==> src/rtl/fcdc_pkg.sv <==
// Shared types and constants for the function-code-tagged data cache.
package fcdc_pkg;
    // Controller states.
    typedef enum logic [1:0] {
        ST_IDLE,
        ST_LOOK,
        ST_FILL,
        ST_WBUS
    } cstate_t;

    // Function code of the CPU address space, which is never stored.
    localparam logic [2:0] FC_CPU = 3'd7;
endpackage

==> src/rtl/fcdc_tag_store.sv <==
// Key and per-long-word valid storage for a direct-mapped cache.
// Assumes: one line is written per cycle (the current lookup line); the
// invalidate-all input takes priority over every valid-bit update.
module fcdc_tag_store #(
    parameter int LINES = 16,
    parameter int WORDS = 4,
    parameter int KEY_W = 27,
    localparam int IDX_W = $clog2(LINES),
    localparam int OFF_W = $clog2(WORDS)
) (
    input  logic             clk,
    input  logic             rst_n,
    input  logic             inv_all,
    input  logic [IDX_W-1:0] idx,
    output logic [KEY_W-1:0] rd_key,
    output logic [WORDS-1:0] rd_vld,
    input  logic             new_en,
    input  logic [KEY_W-1:0] new_key,
    input  logic             set_en,
    input  logic [OFF_W-1:0] set_word
);
    logic [KEY_W-1:0] key_q [LINES];
    logic [WORDS-1:0] vld_q [LINES];
    logic             any_vld;

    // Key write when a new line is allocated.
    always_ff @(posedge clk) begin
        if (new_en) key_q[idx] <= new_key;
    end

    // Valid bits: cleared on reset or invalidate, otherwise allocate/set.
    always_ff @(posedge clk) begin
        if (!rst_n || inv_all) begin
            for (int i = 0; i < LINES; i++) vld_q[i] <= '0;
        end else begin
            if (new_en) vld_q[idx] <= '0;
            if (set_en) vld_q[idx][set_word] <= 1'b1;
        end
    end

    // Lookup read port.
    assign rd_key = key_q[idx];
    assign rd_vld = vld_q[idx];

    // Reduction of all valid bits, used by the checks below.
    always_comb begin
        any_vld = 1'b0;
        for (int i = 0; i < LINES; i++) any_vld = any_vld | (|vld_q[i]);
    end


    reset_clear_chk: assert property (@(posedge clk)
        !rst_n |=> !any_vld);


    inv_clear_chk: assert property (@(posedge clk) disable iff (!rst_n)
        inv_all |=> !any_vld);
endmodule

==> src/rtl/fcdc_data_store.sv <==
// Long-word data array of the cache, one read and one write port.
// Assumes: LINES and WORDS are powers of two, so {line, word} is the index.
module fcdc_data_store #(
    parameter int LINES  = 16,
    parameter int WORDS  = 4,
    parameter int DATA_W = 32,
    localparam int IDX_W   = $clog2(LINES),
    localparam int OFF_W   = $clog2(WORDS),
    localparam int ENTRIES = LINES * WORDS
) (
    input  logic              clk,
    input  logic [IDX_W-1:0]  rd_idx,
    input  logic [OFF_W-1:0]  rd_word,
    output logic [DATA_W-1:0] rd_data,
    input  logic              we,
    input  logic [IDX_W-1:0]  wr_idx,
    input  logic [OFF_W-1:0]  wr_word,
    input  logic [DATA_W-1:0] wr_data
);
    logic [DATA_W-1:0] mem_q [ENTRIES];

    // Write port.
    always_ff @(posedge clk) begin
        if (we) mem_q[{wr_idx, wr_word}] <= wr_data;
    end

    // Asynchronous read of the looked-up long word.
    assign rd_data = mem_q[{rd_idx, rd_word}];
endmodule

==> src/rtl/fcdc_ctrl.sv <==
// Access controller: accepts a request, splits straddling reads into two
// entry lookups, decides hit / single fill / burst fill / write-through and
// runs the bus. Assumes the bus holds no beat without bus_req and answers
// one beat per acknowledge.
module fcdc_ctrl
    import fcdc_pkg::*;
#(
    parameter int ADDR_W = 32,
    parameter int DATA_W = 32,
    parameter int LINES  = 16,
    parameter int WORDS  = 4,
    localparam int IDX_W = $clog2(LINES),
    localparam int OFF_W = $clog2(WORDS),
    localparam int WA_W  = ADDR_W - 2,
    localparam int TAG_W = WA_W - OFF_W - IDX_W,
    localparam int KEY_W = TAG_W + 3
) (
    input  logic              clk,
    input  logic              rst_n,
    input  logic              req_valid,
    output logic              req_ready,
    input  logic              req_write,
    input  logic [ADDR_W-1:0] req_addr,
    input  logic [2:0]        req_fc,
    input  logic [1:0]        req_size,
    input  logic              req_nostore,
    input  logic [DATA_W-1:0] req_wdata,
    output logic              rsp_valid,
    output logic              rsp_hit,
    output logic [DATA_W-1:0] rsp_data,
    output logic              bus_req,
    output logic              bus_we,
    output logic              bus_burst,
    output logic [ADDR_W-1:0] bus_addr,
    output logic [2:0]        bus_fc,
    output logic [DATA_W-1:0] bus_wdata,
    input  logic              bus_ack,
    input  logic [DATA_W-1:0] bus_rdata,
    output logic [IDX_W-1:0]  lk_idx,
    output logic [OFF_W-1:0]  lk_word,
    input  logic [KEY_W-1:0]  lk_key,
    input  logic [WORDS-1:0]  lk_vld,
    input  logic [DATA_W-1:0] lk_data,
    output logic              tag_new_en,
    output logic [KEY_W-1:0]  tag_new_key,
    output logic              vld_set_en,
    output logic [OFF_W-1:0]  vld_set_word,
    output logic              dat_we,
    output logic [OFF_W-1:0]  dat_word,
    output logic [DATA_W-1:0] dat_wdata
);
    cstate_t           st_q;
    logic [WA_W-1:0]   ent_q;
    logic [2:0]        fc_q;
    logic              wr_q, nost_q, second_q, burst_q, store_q, hit_q;
    logic [DATA_W-1:0] wdata_q, cap_q;
    logic [OFF_W-1:0]  beat_q, cnt_q;
    logic              rsp_valid_q, rsp_hit_q;
    logic [DATA_W-1:0] rsp_data_q;
    logic [2:0]        nbytes;
    logic [3:0]        end_pos;
    logic              straddle, tag_match, hit, cachable, last_beat;

    // Straddle detection from byte offset and operand size.
    always_comb begin
        case (req_size)
            2'd0:    nbytes = 3'd1;
            2'd1:    nbytes = 3'd2;
            default: nbytes = 3'd4;
        endcase
        end_pos  = {2'b00, req_addr[1:0]} + {1'b0, nbytes};
        straddle = end_pos > 4'd4;
    end

    // Lookup decode for the current entry.
    assign lk_idx      = ent_q[OFF_W+IDX_W-1:OFF_W];
    assign lk_word     = ent_q[OFF_W-1:0];
    assign tag_new_key = {ent_q[WA_W-1:OFF_W+IDX_W], fc_q};
    assign tag_match   = (|lk_vld) && (lk_key == tag_new_key);
    assign hit         = tag_match && lk_vld[lk_word];
    assign cachable    = (fc_q != FC_CPU) && !nost_q;
    assign last_beat   = !burst_q || (cnt_q == OFF_W'(WORDS - 1));

    // Storage strobes for allocation, write hits and fill beats.
    always_comb begin
        tag_new_en = (st_q == ST_LOOK) && !wr_q && !hit && cachable && !tag_match;
        dat_we     = (st_q == ST_LOOK) && wr_q && hit && cachable;
        dat_word   = lk_word;
        dat_wdata  = wdata_q;
        vld_set_en = 1'b0;
        if ((st_q == ST_FILL) && bus_ack && store_q) begin
            dat_we     = 1'b1;
            dat_word   = beat_q;
            dat_wdata  = bus_rdata;
            vld_set_en = 1'b1;
        end
    end
    assign vld_set_word = beat_q;

    // Bus and port outputs.
    assign req_ready = (st_q == ST_IDLE);
    assign bus_req   = (st_q == ST_FILL) || (st_q == ST_WBUS);
    assign bus_we    = (st_q == ST_WBUS);
    assign bus_burst = (st_q == ST_FILL) && burst_q;
    assign bus_addr  = {ent_q[WA_W-1:OFF_W], beat_q, 2'b00};
    assign bus_fc    = fc_q;
    assign bus_wdata = wdata_q;
    assign rsp_valid = rsp_valid_q;
    assign rsp_hit   = rsp_hit_q;
    assign rsp_data  = rsp_data_q;

    // Sequencer: request capture, lookup, fill beats and write-through.
    always_ff @(posedge clk) begin
        rsp_valid_q <= 1'b0;
        if (!rst_n) begin
            st_q     <= ST_IDLE;
            second_q <= 1'b0;
        end else begin
            case (st_q)
                ST_IDLE: if (req_valid) begin
                    ent_q    <= req_addr[ADDR_W-1:2];
                    fc_q     <= req_fc;
                    wr_q     <= req_write;
                    nost_q   <= req_nostore;
                    wdata_q  <= req_wdata;
                    second_q <= !req_write && straddle;
                    st_q     <= ST_LOOK;
                end
                ST_LOOK: begin
                    beat_q <= lk_word;
                    cnt_q  <= '0;
                    hit_q  <= hit;
                    if (wr_q) begin
                        st_q <= ST_WBUS;
                    end else if (hit) begin
                        rsp_valid_q <= 1'b1;
                        rsp_hit_q   <= 1'b1;
                        rsp_data_q  <= lk_data;
                        if (second_q) begin
                            second_q <= 1'b0;
                            ent_q    <= ent_q + 1'b1;
                            st_q     <= ST_LOOK;
                        end else begin
                            st_q <= ST_IDLE;
                        end
                    end else begin
                        burst_q <= cachable && !tag_match;
                        store_q <= cachable;
                        st_q    <= ST_FILL;
                    end
                end
                ST_FILL: if (bus_ack) begin
                    if (cnt_q == '0) cap_q <= bus_rdata;
                    if (last_beat) begin
                        rsp_valid_q <= 1'b1;
                        rsp_hit_q   <= 1'b0;
                        rsp_data_q  <= (cnt_q == '0) ? bus_rdata : cap_q;
                        if (second_q) begin
                            second_q <= 1'b0;
                            ent_q    <= ent_q + 1'b1;
                            st_q     <= ST_LOOK;
                        end else begin
                            st_q <= ST_IDLE;
                        end
                    end else begin
                        beat_q <= beat_q + 1'b1;
                        cnt_q  <= cnt_q + 1'b1;
                    end
                end
                ST_WBUS: if (bus_ack) begin
                    rsp_valid_q <= 1'b1;
                    rsp_hit_q   <= hit_q;
                    rsp_data_q  <= wdata_q;
                    st_q        <= ST_IDLE;
                end
                default: st_q <= ST_IDLE;
            endcase
        end
    end

    logic [OFF_W-1:0] bus_word;
    assign bus_word = bus_addr[OFF_W+1:2];


    burst_wrap_chk: assert property (@(posedge clk) disable iff (!rst_n)
        (bus_req && bus_burst && bus_ack && !last_beat)
        |=> (bus_burst && (bus_word == $past(bus_word) + 1'b1)));


    bus_hold_chk: assert property (@(posedge clk) disable iff (!rst_n)
        (bus_req && !bus_ack) |=> (bus_req && $stable(bus_addr)));


    single_beat_chk: assert property (@(posedge clk) disable iff (!rst_n)
        (bus_req && !bus_burst && !bus_we && bus_ack) |=> !bus_req);


    cpu_space_store_chk: assert property (@(posedge clk) disable iff (!rst_n)
        vld_set_en |-> (bus_fc != FC_CPU));


    nostore_chk: assert property (@(posedge clk) disable iff (!rst_n)
        (vld_set_en || tag_new_en) |-> !nost_q);


    write_noalloc_chk: assert property (@(posedge clk) disable iff (!rst_n)
        bus_we |-> (!tag_new_en && !vld_set_en));
endmodule

==> src/rtl/fcdc_cache.sv <==
// Top of the function-code-tagged direct-mapped data cache: controller,
// key/valid store and data array. Assumes long-word-aligned bus beats.
module fcdc_cache #(
    parameter int ADDR_W = 32,
    parameter int DATA_W = 32,
    parameter int LINES  = 16,
    parameter int WORDS  = 4,
    localparam int IDX_W = $clog2(LINES),
    localparam int OFF_W = $clog2(WORDS),
    localparam int KEY_W = ADDR_W - 2 - OFF_W - IDX_W + 3
) (
    input  logic              clk,
    input  logic              rst_n,
    input  logic              inv_all,
    input  logic              req_valid,
    output logic              req_ready,
    input  logic              req_write,
    input  logic [ADDR_W-1:0] req_addr,
    input  logic [2:0]        req_fc,
    input  logic [1:0]        req_size,
    input  logic              req_nostore,
    input  logic [DATA_W-1:0] req_wdata,
    output logic              rsp_valid,
    output logic              rsp_hit,
    output logic [DATA_W-1:0] rsp_data,
    output logic              bus_req,
    output logic              bus_we,
    output logic              bus_burst,
    output logic [ADDR_W-1:0] bus_addr,
    output logic [2:0]        bus_fc,
    output logic [DATA_W-1:0] bus_wdata,
    input  logic              bus_ack,
    input  logic [DATA_W-1:0] bus_rdata
);
    logic [IDX_W-1:0]  lk_idx;
    logic [OFF_W-1:0]  lk_word, vld_set_word, dat_word;
    logic [KEY_W-1:0]  lk_key, tag_new_key;
    logic [WORDS-1:0]  lk_vld;
    logic [DATA_W-1:0] lk_data, dat_wdata;
    logic              tag_new_en, vld_set_en, dat_we;

    fcdc_ctrl #(
        .ADDR_W(ADDR_W), .DATA_W(DATA_W), .LINES(LINES), .WORDS(WORDS)
    ) ctrl_i (
        .clk(clk), .rst_n(rst_n),
        .req_valid(req_valid), .req_ready(req_ready), .req_write(req_write),
        .req_addr(req_addr), .req_fc(req_fc), .req_size(req_size),
        .req_nostore(req_nostore), .req_wdata(req_wdata),
        .rsp_valid(rsp_valid), .rsp_hit(rsp_hit), .rsp_data(rsp_data),
        .bus_req(bus_req), .bus_we(bus_we), .bus_burst(bus_burst),
        .bus_addr(bus_addr), .bus_fc(bus_fc), .bus_wdata(bus_wdata),
        .bus_ack(bus_ack), .bus_rdata(bus_rdata),
        .lk_idx(lk_idx), .lk_word(lk_word), .lk_key(lk_key), .lk_vld(lk_vld),
        .lk_data(lk_data), .tag_new_en(tag_new_en), .tag_new_key(tag_new_key),
        .vld_set_en(vld_set_en), .vld_set_word(vld_set_word),
        .dat_we(dat_we), .dat_word(dat_word), .dat_wdata(dat_wdata)
    );

    fcdc_tag_store #(
        .LINES(LINES), .WORDS(WORDS), .KEY_W(KEY_W)
    ) tags_i (
        .clk(clk), .rst_n(rst_n), .inv_all(inv_all), .idx(lk_idx),
        .rd_key(lk_key), .rd_vld(lk_vld),
        .new_en(tag_new_en), .new_key(tag_new_key),
        .set_en(vld_set_en), .set_word(vld_set_word)
    );

    fcdc_data_store #(
        .LINES(LINES), .WORDS(WORDS), .DATA_W(DATA_W)
    ) data_i (
        .clk(clk), .rd_idx(lk_idx), .rd_word(lk_word), .rd_data(lk_data),
        .we(dat_we), .wr_idx(lk_idx), .wr_word(dat_word), .wr_data(dat_wdata)
    );
endmodule

==> config.mk <==
export PLATFORM = sky130hd
export DESIGN_NAME = fcdc_cache
export DESIGN_NICKNAME = d
export VERILOG_FILES = /design/src/rtl/fcdc_pkg.sv /design/src/rtl/fcdc_tag_store.sv /design/src/rtl/fcdc_data_store.sv /design/src/rtl/fcdc_ctrl.sv /design/src/rtl/fcdc_cache.sv
export SDC_FILE = /design/constraint.sdc
export NUM_CORES = 2
export LEC_CHECK = 0
export CAP_MARGIN = 20
export CORE_AREA = 4 4 556 558
export DETAILED_ROUTE_END_ITERATION = 16
export DIE_AREA = 0 0 560 562
export HOLD_SLACK_MARGIN = 0.06
export PLACE_DENSITY_LB_ADDON = 0.15
export SYNTH_ARGS = -nofsm -noshare
export SYNTH_HDL_FRONTEND = slang
export SYNTH_SLANG_ARGS = --single-unit
==> constraint.sdc <==
create_clock -name clk -period 5.2 [get_ports clk]
set_input_delay 0.52 -clock clk [delete_from_list [all_inputs] [get_ports clk]]
set_output_delay 0.52 -clock clk [all_outputs]
set_load 0.01 [all_outputs]
==> run summary <==
crit path max fanout: 32
Post-synth ARST share: 0%
Initial Utilization: 34.80%
Layout fillers: 26410
Pre-antenna DRT Iters: 6
CTS tree: done
Netlist cell types: 61
Hold Slack: 195.9 ps
clk root buf: clkbuf_16
Worst EP arrival: 5590 ps
fmax: 0.1971 GHz
via-per-instance ratio: 5.365
Die Wd: 560 µm
final core occ: 41.54%
initial antenna violation count: 45
Setup TNS Final: 0 ps
final setup fails: 0
busiest grt layer: met2
sequential power share: 40.2%
met2 global-route usage: 32.58%
Bufs and invs on worst path: 4
critical path's slowest cell: nor4_4
switching power total: 19.42 mW
Antenna Violating Nets Remaining: 0
Tcrit/Tclk final: 97.58%
Logic pwr share: 26.7%
Placement Rows: 203
Hold Path Class: in -> reg
Worst setup SP type: flop
register area: 80790 µm²
gr usage total: 19.66%
placed cells: 9035
MaxCap Viol Count: 0
layout net count: 5468
pin slew with the least headroom to its limit: 1120 ps
Post-synth EDFFs: 2683
clock skew: 61.57 ps
CP Capture Type: flop
Yosys reg bits: 2693
Die ar.: 314700 µm²
PostCTS Resize Cnt: 0
met3 Usage GRT: 2.803%
post-route insts no fill: 9602
RSZ-0062 raised after global routing: no
Seq/Total Area, Yosys: 76.20%
PortBufs: 210
syn_area_per_cell: 22.03 µm²
fin crit period: 5074 ps
peak supply drop: 0.3082 mV
RePlAce Congestion: 0.8068
first-pass GRT wire length: 435.7 mm
Multi-input gate area: 24190 µm²
I/O pin total: 213
DP Wirelength: 203.3 mm
Top FF cell, synth: edfxtp_1
clock-pin slew on the worst setup and hold paths: 60 ps
Clock Power Share: 33.1%
Worst R2R Setup Slack: 130 ps
Layout area overhead: 19.36%
met1 GRT Util: 27.83%
H-tree depth: 5
Max Root-Sink Buffers: 4
Placed Area: 116700 µm²
cell-internal power: 43.91 mW
Worst path max stage delay: 700 ps
DRT iter0 DRCs: 5747
worst-path cell chain: buf_4 > mux4_2 > mux2i_1 > xnor2_1 > nor3_1 > buf_4 > a41o_1 > nand4_1 > nor4_4 > a21o_1 > buf_12 > and2_2 > buf_12
wire per inst: 32.74 µm
Critical Path RT: 5720 ps
leak pwr: 39.89 nW
Cell Area, Synth: 106000 µm²
core area: 304500 µm²
Syn. warnings: 0
DRC: 0
Crit path max-delay family: simple AND/OR/NAND/NOR gates
fin area: 126500 µm²
power density over the cells: 500.6 nW/µm²
CTS Buf Count: 302
vias in the first global route: 52140
clk_lat worst skew: 890 ps
cells after synthesis: 4810
post-CTS setup buffers: 0
die height: 562 µm
Max transition margin: 25.36%
switching share of power: 30.67%
status: finished clean
final hold vios: 0
drt total wl: 314.3 mm
CTS Sinks: 2693
largest net degree at the start of global routing: 87
fin. max-slew vios: 0
Crit Path Class: reg -> reg
GRT overflow: 0
vias: 51520
share of layout cells above drive strength 1: 30.21%
Post-CTS Hold Fix Bufs: 0
-- power by group through the flow --
stage / registers, mW / clock network, mW / logic (mW)
finish: 25.5 / 21.0 / 16.9
global route: 25.5 / 22.4 / 17.7
CTS: 25.5 / 21.4 / 17.3
detailed placement: 25.9 / 0 / 17.3
global placement: 25.9 / 0 / 17.3
floorplan: 25.6 / 0 / 9.59
-- path summary, 6_finish.rpt --
path / from / endpoint / cells after the start
setup reg to reg: flop / data_i.mem_q[53][0] / 13
hold / removal: req_wdata[6] / ctrl_i.bus_wdata[6] / 1
setup / recovery: flop / data_i.mem_q[53][0] / 13
hold reg to reg: ctrl_i.st_q[1] / ctrl_i.st_q[1] / 2
-- worst reg2reg max path: cells and delay by family (launching register included) --
family / cells / cell delay [ps]
xor+xnor: 1 / 110
flops: 1 / 570
buf+inv: 4 / 960
compound gates: 2 / 530
simple gates: 4 / 1780
mux: 2 / 750
-- layout by cell type (no fill, tap or decap), types with 11 or more instances in the layout --
cell	count
a21oi_1	13
a22oi_1	43
and2_2	44
buf_12	169
buf_4	154
bufinv_16	24
clkbuf_1	51
clkbuf_16	310
clkdlybuf4s50_1	210
clkinv_1	72
clkinv_2	51
diode_2	20
edfxtp_1	2683
inv_1	40
mux2_2	52
mux2i_1	104
mux4_2	761
nand2_1	158
nand2_4	18
nand2b_1	40
nand3_1	16
nand4_1	13
nor2_1	167
nor2_4	16
nor2b_1	12
nor2b_4	20
nor3_1	11
o21ai_0	73
o22ai_1	30
xnor2_1	25
xor2_1	43
-- final cells by class --
| cell class | count | area share [%] |
|---|---|---|
| antenna | 20 | 0.03956 |
| clock buffer | 361 | 6.283 |
| clock inverter | 182 | 1.324 |
| inverter | 40 | 0.1187 |
| multi-input combinational | 1774 | 19.12 |
| sequential | 2693 | 63.86 |
| tap | 3997 | 3.953 |
| timing repair buffer | 535 | 5.293 |
-- flip-flops by register name, summed over array words and instances, names as in the netlist, 2 cells and up, named ones only --
register / cells
data_i.mem_q: 2048
tags_i.key_q: 432
tags_i.vld_q: 64
ctrl_i.bus_wdata: 32
ctrl_i.cap_q: 32
ctrl_i.rsp_data: 32
ctrl_i.ent_q: 30
ctrl_i.bus_fc: 3
ctrl_i.cnt_q: 2
ctrl_i.st_q: 2
ctrl_i.vld_set_word: 2
-- synthesized netlist by cell type, types with 3 or more instances --
library cell | instances | area, µm²
buf_4 | 47 | 352.8
and3_1 | 11 | 68.82
xor2_1 | 43 | 376.6
a31oi_1 | 6 | 37.54
mux2_2 | 52 | 585.6
a22oi_1 | 43 | 322.8
nand2b_1 | 41 | 256.5
nor4_1 | 3 | 18.77
buf_2 | 33 | 165.2
edfxtp_1 | 2683 | 80570
mux2i_1 | 104 | 1041
a221oi_1 | 8 | 70.07
o22ai_1 | 30 | 187.7
buf_1 | 25 | 93.84
ha_1 | 13 | 162.7
and2_1 | 51 | 319.1
nor2b_1 | 32 | 200.2
a22o_1 | 9 | 78.83
inv_1 | 40 | 150.1
nand3_1 | 17 | 85.08
mux4_1 | 3 | 78.83
xnor2_1 | 25 | 219.0
nand4_1 | 13 | 81.33
mux2_4 | 6 | 90.09
nor4b_1 | 3 | 26.28
mux4_2 | 761 | 17140
a21oi_1 | 14 | 70.07
nor3_1 | 12 | 60.06
a21o_1 | 4 | 30.03
dfxtp_1 | 10 | 200.2
clkbuf_1 | 194 | 728.2
nor2_1 | 183 | 686.9
o21ai_0 | 73 | 365.4
buf_6 | 4 | 45.04
a211oi_1 | 5 | 37.54
or3_1 | 3 | 18.77
nand2_1 | 176 | 660.6
-- layer usage --
layer	up-vias	part of all wire, %
met4	0	2.1
li1	21210	-
met1	28270	43
met2	1697	49
met5	-	0
met3	341	5.6
-- per-stage QoR --
step / power [mW] / setup WS (ps)
CTS: 64.27 / 123.4
global route: 65.54 / 41.81
finish: 63.33 / 125.9
floorplan: 35.18 / 443.2
detailed placement: 43.24 / 177.7
global placement: 43.22 / 144.9
-- cells by family after synthesis --
| group | share of synthesized area, % |
|---|---|
| other | 0.003538 |
| adder cells (fa/ha/maj) | 0.1724 |
| buffers and inverters | 1.463 |
| AO/OA/AOI/OAI | 1.251 |
| flip-flops | 76.20 |
| AND/OR/NAND/NOR | 2.479 |
| XOR/XNOR | 0.5619 |
| multiplexers | 17.86 |
No activity file was read; power rests on OpenSTA's default activity.
